## src/rtl/autoptr_pkg.sv

```systemverilog
// Shared sizes and types for the auto-incrementing pointer port.
// Assumes a byte-wide data bus and pointers exactly two bytes wide.
package autoptr_pkg;
    localparam int NCH = 2;   // number of pointer channels
    localparam int AW  = 16;  // pointer / memory address width
    localparam int DW  = 8;   // data and SFR width

    typedef logic [AW-1:0] addr_t;
    typedef logic [DW-1:0] byte_t;

    // Packed so that en is bit 0 and inc[c] is bit c+1.
    typedef struct packed {
        logic [NCH-1:0] inc;
        logic           en;
    } ctrl_t;
endpackage

```

## src/rtl/autoptr_ctrl.sv

```systemverilog
// Control register: global enable plus one increment bit per channel.
// Assumes the caller has already decoded the SFR address into wr.
module autoptr_ctrl
    import autoptr_pkg::*;
(
    input  logic  clk,
    input  logic  rst_n,
    input  logic  wr,
    input  byte_t wdata,
    output ctrl_t ctrl
);
    localparam int CW = $bits(ctrl_t);

    // Holds the control bits; loads on a decoded SFR write.
    always_ff @(posedge clk) begin
        if (!rst_n)
            ctrl <= '0;
        else if (wr)
            ctrl <= ctrl_t'(wdata[CW-1:0]);
    end

    AST_CTRL_HOLD: assert property (@(posedge clk) disable iff (!rst_n)
        !wr |=> $stable(ctrl));
endmodule

```

## src/rtl/autoptr_chan.sv

```systemverilog
// One pointer channel: a 16-bit address split into two SFR-writable bytes.
// A CPU byte write beats a same-cycle increment, and that increment is
// dropped. Assumes AW == 2*DW.
module autoptr_chan #(
    parameter int AW = 16,
    parameter int DW = 8
) (
    input  logic          clk,
    input  logic          rst_n,
    input  logic          wr_lo,
    input  logic          wr_hi,
    input  logic [DW-1:0] wdata,
    input  logic          step,
    output logic [AW-1:0] ptr
);
    logic          cpu_wr;
    logic [AW-1:0] ptr_inc;

    // Byte-write detect and the wrapping successor address.
    always_comb begin
        cpu_wr  = wr_lo | wr_hi;
        ptr_inc = ptr + AW'(1);
    end

    // Pointer register: CPU byte writes first, then increment, else hold.
    always_ff @(posedge clk) begin
        if (!rst_n) begin
            ptr <= '0;
        end else if (cpu_wr) begin
            if (wr_lo) ptr[DW-1:0]  <= wdata;
            if (wr_hi) ptr[AW-1:DW] <= wdata;
        end else if (step) begin
            ptr <= ptr_inc;
        end
    end

    AST_PTR_STEP: assert property (@(posedge clk) disable iff (!rst_n)
        step && !wr_lo && !wr_hi |=> ptr == AW'($past(ptr) + AW'(1)));
    AST_PTR_HOLD: assert property (@(posedge clk) disable iff (!rst_n)
        !step && !wr_lo && !wr_hi |=> $stable(ptr));
    AST_PTR_WRAP: assert property (@(posedge clk) disable iff (!rst_n)
        step && !wr_lo && !wr_hi && (ptr == '1) |=> ptr == '0);
    AST_CPU_WINS: assert property (@(posedge clk) disable iff (!rst_n)
        step && wr_lo && !wr_hi |=> ptr == {$past(ptr[AW-1:DW]), $past(wdata)});
endmodule

```

## src/rtl/autoptr_xbus.sv

```systemverilog
// External-data side: decodes the per-channel port addresses, gates them
// with the global enable and steers the selected pointer onto the memory
// bus. Purely combinational; clk/rst_n only time the assertions.
module autoptr_xbus #(
    parameter int          NCH       = 2,
    parameter int          AW        = 16,
    parameter int          DW        = 8,
    parameter logic [15:0] PORT_BASE = 16'hE67B
) (
    input  logic                   clk,
    input  logic                   rst_n,
    input  logic                   xd_req,
    input  logic                   xd_we,
    input  logic [AW-1:0]          xd_addr,
    input  logic [DW-1:0]          xd_wdata,
    input  logic                   en,
    input  logic [NCH-1:0][AW-1:0] ptrs,
    input  logic [DW-1:0]          mem_rdata,
    output logic                   xd_hit,
    output logic [DW-1:0]          xd_rdata,
    output logic                   mem_en,
    output logic                   mem_we,
    output logic [AW-1:0]          mem_addr,
    output logic [DW-1:0]          mem_wdata,
    output logic [NCH-1:0]         acc
);
    logic [NCH-1:0] sel;

    for (genvar c = 0; c < NCH; c++) begin : g_dec
        // Port address match for channel c.
        always_comb sel[c] = xd_req && (xd_addr == AW'(PORT_BASE + c));
    end

    // Enable gating, pointer steering and read-data return.
    always_comb begin
        xd_hit    = |sel;
        acc       = en ? sel : '0;
        mem_en    = |acc;
        mem_we    = mem_en & xd_we;
        mem_wdata = xd_wdata;
        mem_addr  = '0;
        for (int c = 0; c < NCH; c++)
            if (acc[c]) mem_addr = ptrs[c];
        xd_rdata  = (mem_en && !xd_we) ? mem_rdata : '0;
    end

    AST_ONE_PORT: assert property (@(posedge clk) disable iff (!rst_n)
        $onehot0(acc));
    AST_OFF_NO_MEM: assert property (@(posedge clk) disable iff (!rst_n)
        !en |-> !mem_en);
    AST_OFF_READ_ZERO: assert property (@(posedge clk) disable iff (!rst_n)
        xd_req && !xd_we && !en |-> xd_rdata == '0);
    AST_MISS_NO_MEM: assert property (@(posedge clk) disable iff (!rst_n)
        !xd_hit |-> !mem_en && acc == '0);
endmodule

```

## src/rtl/autoptr_port.sv

```systemverilog
// Top of the auto-incrementing pointer data port. Decodes SFR writes and
// reads for the control register and the pointer bytes, instantiates one
// pointer channel per NCH, and joins them to the external-data decoder.
// Assumes single-cycle combinational memory reads and AW == 2*DW.
module autoptr_port
    import autoptr_pkg::*;
#(
    parameter logic [7:0]  CTRL_SFR     = 8'hAF,
    parameter logic [7:0]  PTR_SFR_BASE = 8'h9A,
    parameter logic [15:0] PORT_BASE    = 16'hE67B
) (
    input  logic          clk,
    input  logic          rst_n,
    input  logic          sfr_wr,
    input  logic [7:0]    sfr_addr,
    input  logic [7:0]    sfr_wdata,
    output logic [7:0]    sfr_rdata,
    input  logic          xd_req,
    input  logic          xd_we,
    input  logic [15:0]   xd_addr,
    input  logic [7:0]    xd_wdata,
    output logic [7:0]    xd_rdata,
    output logic          xd_hit,
    output logic          mem_en,
    output logic          mem_we,
    output logic [15:0]   mem_addr,
    output logic [7:0]    mem_wdata,
    input  logic [7:0]    mem_rdata
);
    localparam int CW = $bits(ctrl_t);

    ctrl_t                  ctrl;
    logic                   ctrl_wr;
    logic [NCH-1:0]         wr_lo, wr_hi, acc, step;
    logic [NCH-1:0][AW-1:0] ptrs;

    // Control register write decode.
    always_comb ctrl_wr = sfr_wr && (sfr_addr == CTRL_SFR);

    autoptr_ctrl u_ctrl (
        .clk   (clk),
        .rst_n (rst_n),
        .wr    (ctrl_wr),
        .wdata (sfr_wdata),
        .ctrl  (ctrl)
    );

    for (genvar c = 0; c < NCH; c++) begin : g_ch
        // Byte-write decode and increment qualifier for channel c.
        always_comb begin
            wr_hi[c] = sfr_wr && (sfr_addr == 8'(PTR_SFR_BASE + 2*c));
            wr_lo[c] = sfr_wr && (sfr_addr == 8'(PTR_SFR_BASE + 2*c + 1));
            step[c]  = acc[c] && ctrl.inc[c];
        end

        autoptr_chan #(.AW(AW), .DW(DW)) u_chan (
            .clk   (clk),
            .rst_n (rst_n),
            .wr_lo (wr_lo[c]),
            .wr_hi (wr_hi[c]),
            .wdata (sfr_wdata),
            .step  (step[c]),
            .ptr   (ptrs[c])
        );
    end

    autoptr_xbus #(.NCH(NCH), .AW(AW), .DW(DW), .PORT_BASE(PORT_BASE)) u_xbus (
        .clk       (clk),
        .rst_n     (rst_n),
        .xd_req    (xd_req),
        .xd_we     (xd_we),
        .xd_addr   (xd_addr),
        .xd_wdata  (xd_wdata),
        .en        (ctrl.en),
        .ptrs      (ptrs),
        .mem_rdata (mem_rdata),
        .xd_hit    (xd_hit),
        .xd_rdata  (xd_rdata),
        .mem_en    (mem_en),
        .mem_we    (mem_we),
        .mem_addr  (mem_addr),
        .mem_wdata (mem_wdata),
        .acc       (acc)
    );

    // SFR readback of the addressed register; unowned addresses read zero.
    always_comb begin
        sfr_rdata = '0;
        if (sfr_addr == CTRL_SFR)
            sfr_rdata = DW'(ctrl);
        for (int c = 0; c < NCH; c++) begin
            if (sfr_addr == 8'(PTR_SFR_BASE + 2*c))     sfr_rdata = ptrs[c][AW-1:DW];
            if (sfr_addr == 8'(PTR_SFR_BASE + 2*c + 1)) sfr_rdata = ptrs[c][DW-1:0];
        end
    end

    AST_READ_MATCH: assert property (@(posedge clk) disable iff (!rst_n)
        mem_en && !mem_we |-> xd_rdata == mem_rdata);
    AST_CTRL_UPPER_ZERO: assert property (@(posedge clk) disable iff (!rst_n)
        sfr_addr == CTRL_SFR |-> sfr_rdata[DW-1:CW] == '0);
    AST_RESET_CLEAR: assert property (@(posedge clk)
        !rst_n |=> ptrs == '0 && ctrl == '0);
endmodule

```

## config.mk

```make
export PLATFORM = sky130hd
export DESIGN_NAME = autoptr_port
export DESIGN_NICKNAME = d
export VERILOG_FILES = /design/src/rtl/autoptr_pkg.sv /design/src/rtl/autoptr_ctrl.sv /design/src/rtl/autoptr_chan.sv /design/src/rtl/autoptr_xbus.sv /design/src/rtl/autoptr_port.sv
export SDC_FILE = /design/constraint.sdc
export NUM_CORES = 1
export LEC_CHECK = 0
export ABC_CLOCK_PERIOD_IN_PS = 3600
export CORE_UTILIZATION = 47
export CTS_BUF_LIST = sky130_fd_sc_hd__clkbuf_4 sky130_fd_sc_hd__clkbuf_8 sky130_fd_sc_hd__clkbuf_16
export DETAILED_ROUTE_END_ITERATION = 10
export PLACE_DENSITY = 0.79
export SLEW_MARGIN = 20
export SYNTH_ARGS = -nofsm -noshare
export SYNTH_HDL_FRONTEND = slang
export SYNTH_SLANG_ARGS = --single-unit
```

## constraint.sdc

```tcl
create_clock -name clk -period 3.6 [get_ports clk]
set_input_delay 0.9 -clock clk [delete_from_list [all_inputs] [get_ports clk]]
set_output_delay 0.9 -clock clk [all_outputs]
set_load 0.02 [all_outputs]
```

==> impl_metrics.toml, run 1 <==
[global_route]
grt_first_pass_wirelength_um = 17700
maximum_number_of_pins_on_one_net_before_global_route_repair = 22
grt_overflow = 0
grt_pass1_vias = 3464
total_global_routing_track_utilization_pct = 35.39
grt_antenna_before_repair = 0

[clock_tree]
max-clock-path-buffers = 2
clock_sinks = 35
cts-htree-levels = 2
clk_root_buffer_cell = "clkbuf_8"
clock_transition_at_the_register_clock_pins_on_the_worst_setup_and_hold_paths_after_cts_ns = 0.07
clock_insertion_delay_worst_skew_ns = 0.30
number_of_buffers_added_by_the_clock_tree_synthesis_step = 5
tritoncts = "built"

[synthesis]
post-synth-top-area-fraction_pct = 23.74
mapped_cells = 402
synthTopCellsByArea = "dfxtp_1 (24%), a21oi_1 (6.6%), nand2_1 (5.8%), a22o_1 (5.6%), nand3_1 (5.3%)"
ys_ff_latch = 35
ys_seq_area_share_pct = 23.74
netlist-cell-type-count = 57
synthArstFlopShare_pct = 0
synth-warning-count = 0
synth_flop_cell = "dfxtp_1"
synth.net_count = 457
avgSynthCellArea_um2 = 7.342
synth_enable_flop_cells = 0
synthesis.area_mm2 = 0.002952
synthDominantAreaCellType = "dfxtp_1"

[critical_path]
setup.worst_path.class = "in2out"
critPathSlowestCell = "clkdlybuf4s50_1"
worst_path_most_repeated_cell = "buf_6"
cp_top_family = "buffers and inverters"
worstSetupStartpointType = "primary input"
worstPathBufferInverterCount = 7
crit_arrival_ns = 2.70
critPathCaptureType = "output pin"
critical-path-max-stage-delay_ns = 0.41
crit_fanout = 7
worstPathRequired_ns = 2.70
critical_path.cell_chain = "clkdlybuf4s50_1 > buf_4 > nand3b_1 > buf_4 > nor3b_4 > buf_6 > buf_16 > buf_6 > a22o_1 > buf_6"

[layout]
final_net_count = 557
nFillCells = 458
finish.cell_count_without_fillers = 578
design_area_mm2 = 0.004190
layout_overhead_on_the_synthesized_area_pct = 41.97
diode_count = 0
layout-drive-gt1-share_pct = 22.86

[placement]
postPlaceCellArea_mm2 = 0.003973
place.detailed.instances = 561
finalWeightedCongestion = 0.9328
dpl.hpwl_um = 8096
port_buffers = 79

[sta]
setup_total_negative_slack_ns = 0
achievable-frequency_ghz = 0.2778
slew_limit_headroom_pct = 30.24
setup_viol_count_final = 0
rsz0062_at_grt = "yes"
hold_viol_final = 0
maxSlewViolCount = 0
worst-slew-pin-transition_ns = 1.037
clock-skew-final_ns = 0.005762
final_min_period_over_clock_period_pct = 100.0
final_period_minus_worst_setup_slack_ns = 3.600
timing.hold.ws_ns = 0.5008

[floorplan]
number_of_rows_in_the_core_area = 28
initial_core_utilization_pct = 49.27
design.die.area_mm2 = 0.006601
floorplan.die.height_um = 81.25
die_width_um = 81.25
ios = 96
floorplan.core_area_mm2 = 0.005991

[status]
outcome = "complete, no violations"

[detailed_routing]
route.vias.total = 3882
firstDrtPassIters = 7
viasPerCell = 6.716
ant_nets = 0
wirelength_um = 11420
dr.first_iter.drc_count = 441
detail_route.wl_per_cell_um = 19.75
drc_errors = 0

[power_and_ir_drop]
power_density_mw_per_mm2 = 195.5
static-leakage-power_uw = 0.001608
vdd_drop_max_uv = 185.2

[hold_path]
min-delay-path-class = "reg2reg"

[flow_run]
cap_violations = 0
[synthesized netlist by cell type (3+ instances only)]
cell and instances:
a21o_1 9, a21oi_1 39, a221o_1 4, a221oi_1 4
a22o_1 19, a22oi_1 5, a31oi_1 6, a32o_1 4
and2_1 12, and3_1 8, and4_1 3, buf_2 7
buf_4 9, buf_6 3, clkbuf_1 17, dfxtp_1 35
inv_1 5, mux2i_1 7, nand2_1 46, nand3_1 31
nand3b_1 5, nand4_1 8, nand4b_1 4, nor2_1 26
nor3_1 6, nor4_1 3, o21a_1 3, o21ai_0 24
o31a_1 3, o31ai_1 6, o41ai_1 4, or3_1 3
[path summary, 6_finish.rpt]
check | from | to | slack, ns | depth (start not counted)
setup / recovery | xd_addr[2] | mem_addr[2] | 0.00002 | 10
hold / removal | u_ctrl.ctrl[1]$_SDFFE_PN0P_ | u_ctrl.ctrl[1]$_SDFFE_PN0P_ | 0.50 | 2
setup reg to reg | g_ch[0].u_chan.ptr[0]$_SDFFE_PN0P_ | g_ch[0].u_chan.ptr[14]$_SDFFE_PN0P_ | 1.23 | 6
hold reg to reg | u_ctrl.ctrl[1]$_SDFFE_PN0P_ | u_ctrl.ctrl[1]$_SDFFE_PN0P_ | 0.50 | 2
[cell type report]
cell class                 instances  area (µm²)  area share, %
clock buffer                       7       83.83          2.001
clock inverter                     1       5.005         0.1194
inverter                           5       18.77         0.4479
multi-input combinational        325        2121          50.61
sequential                        35       700.7          16.72
tap                               75       93.84          2.239
timing repair buffer             130        1167          27.86
[placed cells by master (no fill, tap or decap), types with 4 or more instances in the layout]
master and count:
clkdlybuf4s15_2 4, a22oi_1 5, buf_6 7, and2_4 4, dfxtp_1 35, a22o_1 19
buf_4 49, a21oi_1 39, buf_2 16, clkbuf_8 5, nor3_1 5, nand4b_1 4
mux2i_1 7, nand4_1 8, dlymetal6s2s_1 12, nand3_1 31, and3_1 5, o21ai_0 24
a221o_1 4, and2_1 9, nand2_1 45, o31ai_1 6, nor2_1 23, a21o_1 9
nand3b_1 5, o41ai_1 4, inv_1 5, clkdlybuf4s50_1 30, dlygate4sd2_1 6, a32o_1 4
a31oi_1 6
[registers in the layout, summed over array words and instances, names as in the netlist]
signal,cells
u_ctrl.ctrl,3
g_ch.u_chan.ptr,32
[per-layer routing]
| layer | vias up | routed length, µm | part of all wire [%] | global-route usage (%) |
|---|---|---|---|---|
| met2 | 257 | 5393 | 47 | 60.34 |
| li1 | 1737 | - | - | - |
| met3 | 48 | 1164 | 10 | 6.517 |
| met4 | 0 | 365 | 3.2 | 12.32 |
| met1 | 1840 | 4494 | 39 | 44.29 |
| met5 | - | 0 | 0 | 0 |
[tightest hold or removal path, cell delays in order, from the launching register on]
cell	delay [ns]
dfxtp_1	0.33
nand2_1	0.07
a21oi_1	0.06
[metrics by stage]
stage                     worst slack, ns  total power (µW)  util, %
after CTS                        0.005849             808.1    67.46
after detailed placement          -0.4551             514.0    66.31
after global placement            -0.4061             511.9    66.31
final                          0.00002398             819.1    69.95
after global routing             -0.04521             839.9    69.95
after floorplan                    0.2263             446.5        -
[what timing repair did]
| action | 4_1_cts | 5_1_grt |
|---|---|---|
| hold buffers | 0 | 0 |
| gates resized for setup | 129 | 40 |
| buffers inserted | 5 | 3 |
| gates cloned | 1 | 0 |
| pin swaps | 3 | 8 |
| endpoints found under the setup margin | 35 | 34 |
[cell families (layout without fill, tap and decap cells)]
group,after synthesis,count (layout),share of synthesized area [%]
simple gates,173,173,31.71
buf+inv,42,143,7.545
fa+ha+maj,2,2,0.8477
flops,35,35,23.74
compound gates,142,142,33.40
mux,8,8,2.755
[power by group]
group / switching, µW / internal (µW) / total [µW]
combinational: 52.2 / 67.7 / 120
sequential: 5.89 / 389 / 395
clock: 153 / 151 / 304
total: 211 / 608 / 819
(Power assumes the default switching activity.)
==> run 2, diff against run 1 <==
--- a/config.mk
+++ b/config.mk
@@ -6,6 +6,8 @@
 export NUM_CORES = 1
 export LEC_CHECK = 0
 export ABC_CLOCK_PERIOD_IN_PS = 3600
+export CAP_MARGIN = 15
+export CORE_ASPECT_RATIO = 1.2
 export CORE_UTILIZATION = 47
 export CTS_BUF_LIST = sky130_fd_sc_hd__clkbuf_4 sky130_fd_sc_hd__clkbuf_8 sky130_fd_sc_hd__clkbuf_16
 export DETAILED_ROUTE_END_ITERATION = 10
==> impl_metrics.toml, run 2 (same netlist as run 1, synthesis figures left out) <==
[status]
outcome = "complete, no violations"

[sta]
setup_total_negative_slack_ns = 0
setup_viol_count_final = 0
clock-skew-final_ns = 0.006421
worst-slew-pin-transition_ns = 1.006
final_critical_path_setup_slack_ns = 0.01446
hold_viol_final = 0
achievable-frequency_ghz = 0.2789
final_min_period_over_clock_period_pct = 99.60
slew_limit_headroom_pct = 32.29
rsz0062_at_grt = "no"
final_period_minus_worst_setup_slack_ns = 3.586
maxSlewViolCount = 0

[floorplan]
floorplan.die.height_um = 88.81
number_of_rows_in_the_core_area = 31
die_width_um = 74.34
design.die.area_mm2 = 0.006602
initial_core_utilization_pct = 48.78
ios = 96
floorplan.core_area_mm2 = 0.006051

[clock_tree]
cts-htree-levels = 2
clk_root_buffer_cell = "clkbuf_8"
tritoncts = "built"
clock_sinks = 35
number_of_buffers_added_by_the_clock_tree_synthesis_step = 5
max-clock-path-buffers = 2
clock_insertion_delay_worst_skew_ns = 0.30
clock_transition_at_the_register_clock_pins_on_the_worst_setup_and_hold_paths_after_cts_ns = 0.08
cts_hold_buf = 0

[critical_path]
worstSetupStartpointType = "primary input"
critical-path-max-stage-delay_ns = 0.49
timing.reg2reg.setup_slack_ns = 1.17
critPathSlowestCell = "clkdlybuf4s50_1"
worstPathRequired_ns = 2.70
crit_arrival_ns = 2.69
critical_path.cell_chain = "clkdlybuf4s50_1 > and4bb_2 > and3_2 > a221oi_1 > a21oi_1 > dlygate4sd2_1"
setup.worst_path.class = "in2out"
critPathCaptureType = "output pin"
crit_fanout = 5

[global_route]
maximum_number_of_pins_on_one_net_before_global_route_repair = 25
grt_overflow = 0
grt_first_pass_wirelength_um = 17310
grt_antenna_before_repair = 0
total_global_routing_track_utilization_pct = 34.85
grt_pass1_vias = 3411

[layout]
layout-drive-gt1-share_pct = 20.48
final_net_count = 552
mostFrequentLayoutCells = "buf_4 (50), nand2_1 (45), a21oi_1 (39)"
layout_overhead_on_the_synthesized_area_pct = 36.96
top_register = "g_ch.u_chan.ptr"
diode_count = 0
finish.utilization_pct = 66.81
top_regs = "g_ch.u_chan.ptr x32, u_ctrl.ctrl x3"
largest_register_ff_count = 32
most_common_cell_after_layout_fill_and_taps_aside = "buf_4"
nFillCells = 557

[placement]
port_buffers = 79
place_ws_ns = -0.5206
finalWeightedCongestion = 0.9746
dpl.hpwl_um = 8161

[detailed_routing]
firstDrtPassIters = 5
drc_errors = 0
dr.first_iter.drc_count = 459
detail_route.wl_per_cell_um = 19.23
ant_nets = 0
wirelength_um = 11150
viasPerCell = 6.534
route.vias.total = 3790

[flow_run]
cap_violations = 0

[power_and_ir_drop]
power_density_mw_per_mm2 = 204.0
vdd_drop_max_uv = 246.6
static-leakage-power_uw = 0.001485

[hold_path]
min-delay-path-class = "reg2reg"
==> run 2: cell count changes in the layout (fill, tap and decap cells not counted), sizes merged <==
cell / before / now
clkdlybuf4s15: 6 / 5
buf: 75 / 70
dlygate4sd2: 6 / 16
dlymetal6s2s: 12 / 1
clkbuf: 8 / 10
==> run 2: cell type report <==
class / count / area, µm² / area share (%)
Clock buffer: 7 / 90.09 / 2.228
Clock inverter: 1 / 8.758 / 0.2167
Inverter: 5 / 18.77 / 0.4643
Multi-Input combinational cell: 325 / 2074 / 51.32
Sequential cell: 35 / 700.7 / 17.33
Tap cell: 82 / 102.6 / 2.538
Timing Repair Buffer: 125 / 1047 / 25.91
==> run 2: final timing paths <==
kind,from,end,cells past startpoint
setup / recovery,sfr_addr[5],sfr_rdata[1],6
hold / removal,u_ctrl.ctrl[1]$_SDFFE_PN0P_,u_ctrl.ctrl[1]$_SDFFE_PN0P_,2
setup reg to reg,g_ch[0].u_chan.ptr[1]$_SDFFE_PN0P_,g_ch[0].u_chan.ptr[12]$_SDFFE_PN0P_,6
hold reg to reg,u_ctrl.ctrl[1]$_SDFFE_PN0P_,u_ctrl.ctrl[1]$_SDFFE_PN0P_,2
==> run 2: where the power goes <==
group | switching, µW | total [µW] | internal (µW)
Clock | 156 | 321 | 164
Sequential | 4.21 | 394 | 389
Combinational | 49.4 | 111 | 61.2
==> run 2: routing by layer <==
metal / GRT usage, % / share of wire [%] / vias up
met5: 0 / 0 / -
met4: 13.89 / 3.3 / 0
met3: 5.809 / 9.8 / 46
met2: 58.35 / 49 / 240
met1: 44.30 / 38 / 1781
li1: - / - / 1723
==> run 2: worst max-delay path: cells and delay by family <==
kind / cells / cell delay [ns]
and+or+nand+nor: 2 / 0.54
buffers and inverters: 2 / 0.82
AOI/OAI and AO/OA: 2 / 0.41
==> run 2: per-stage QoR <==
| stage | hold WS (ns) | instance area (µm²) | instances | total power (µW) |
|---|---|---|---|---|
| after floorplan | 0.4447 | 2952 | 402 | 446.5 |
| after global placement | 0.4664 | 3951 | 564 | 507.9 |
| after detailed placement | 0.4764 | 3951 | 564 | 510.2 |
| after CTS | 0.4879 | 4086 | 579 | 826.0 |
| after global routing | 0.5142 | 4043 | 580 | 850.9 |
| final | 0.4863 | 4043 | 580 | 824.6 |
==> run 2: timing repair <==
item	in CTS	in global routing
cloned	1	0
pin swaps	4	3
buffers inserted	6	2
endpoints found under the setup margin	35	27
gates resized for setup	128	29
hold endpoints to repair	0	0
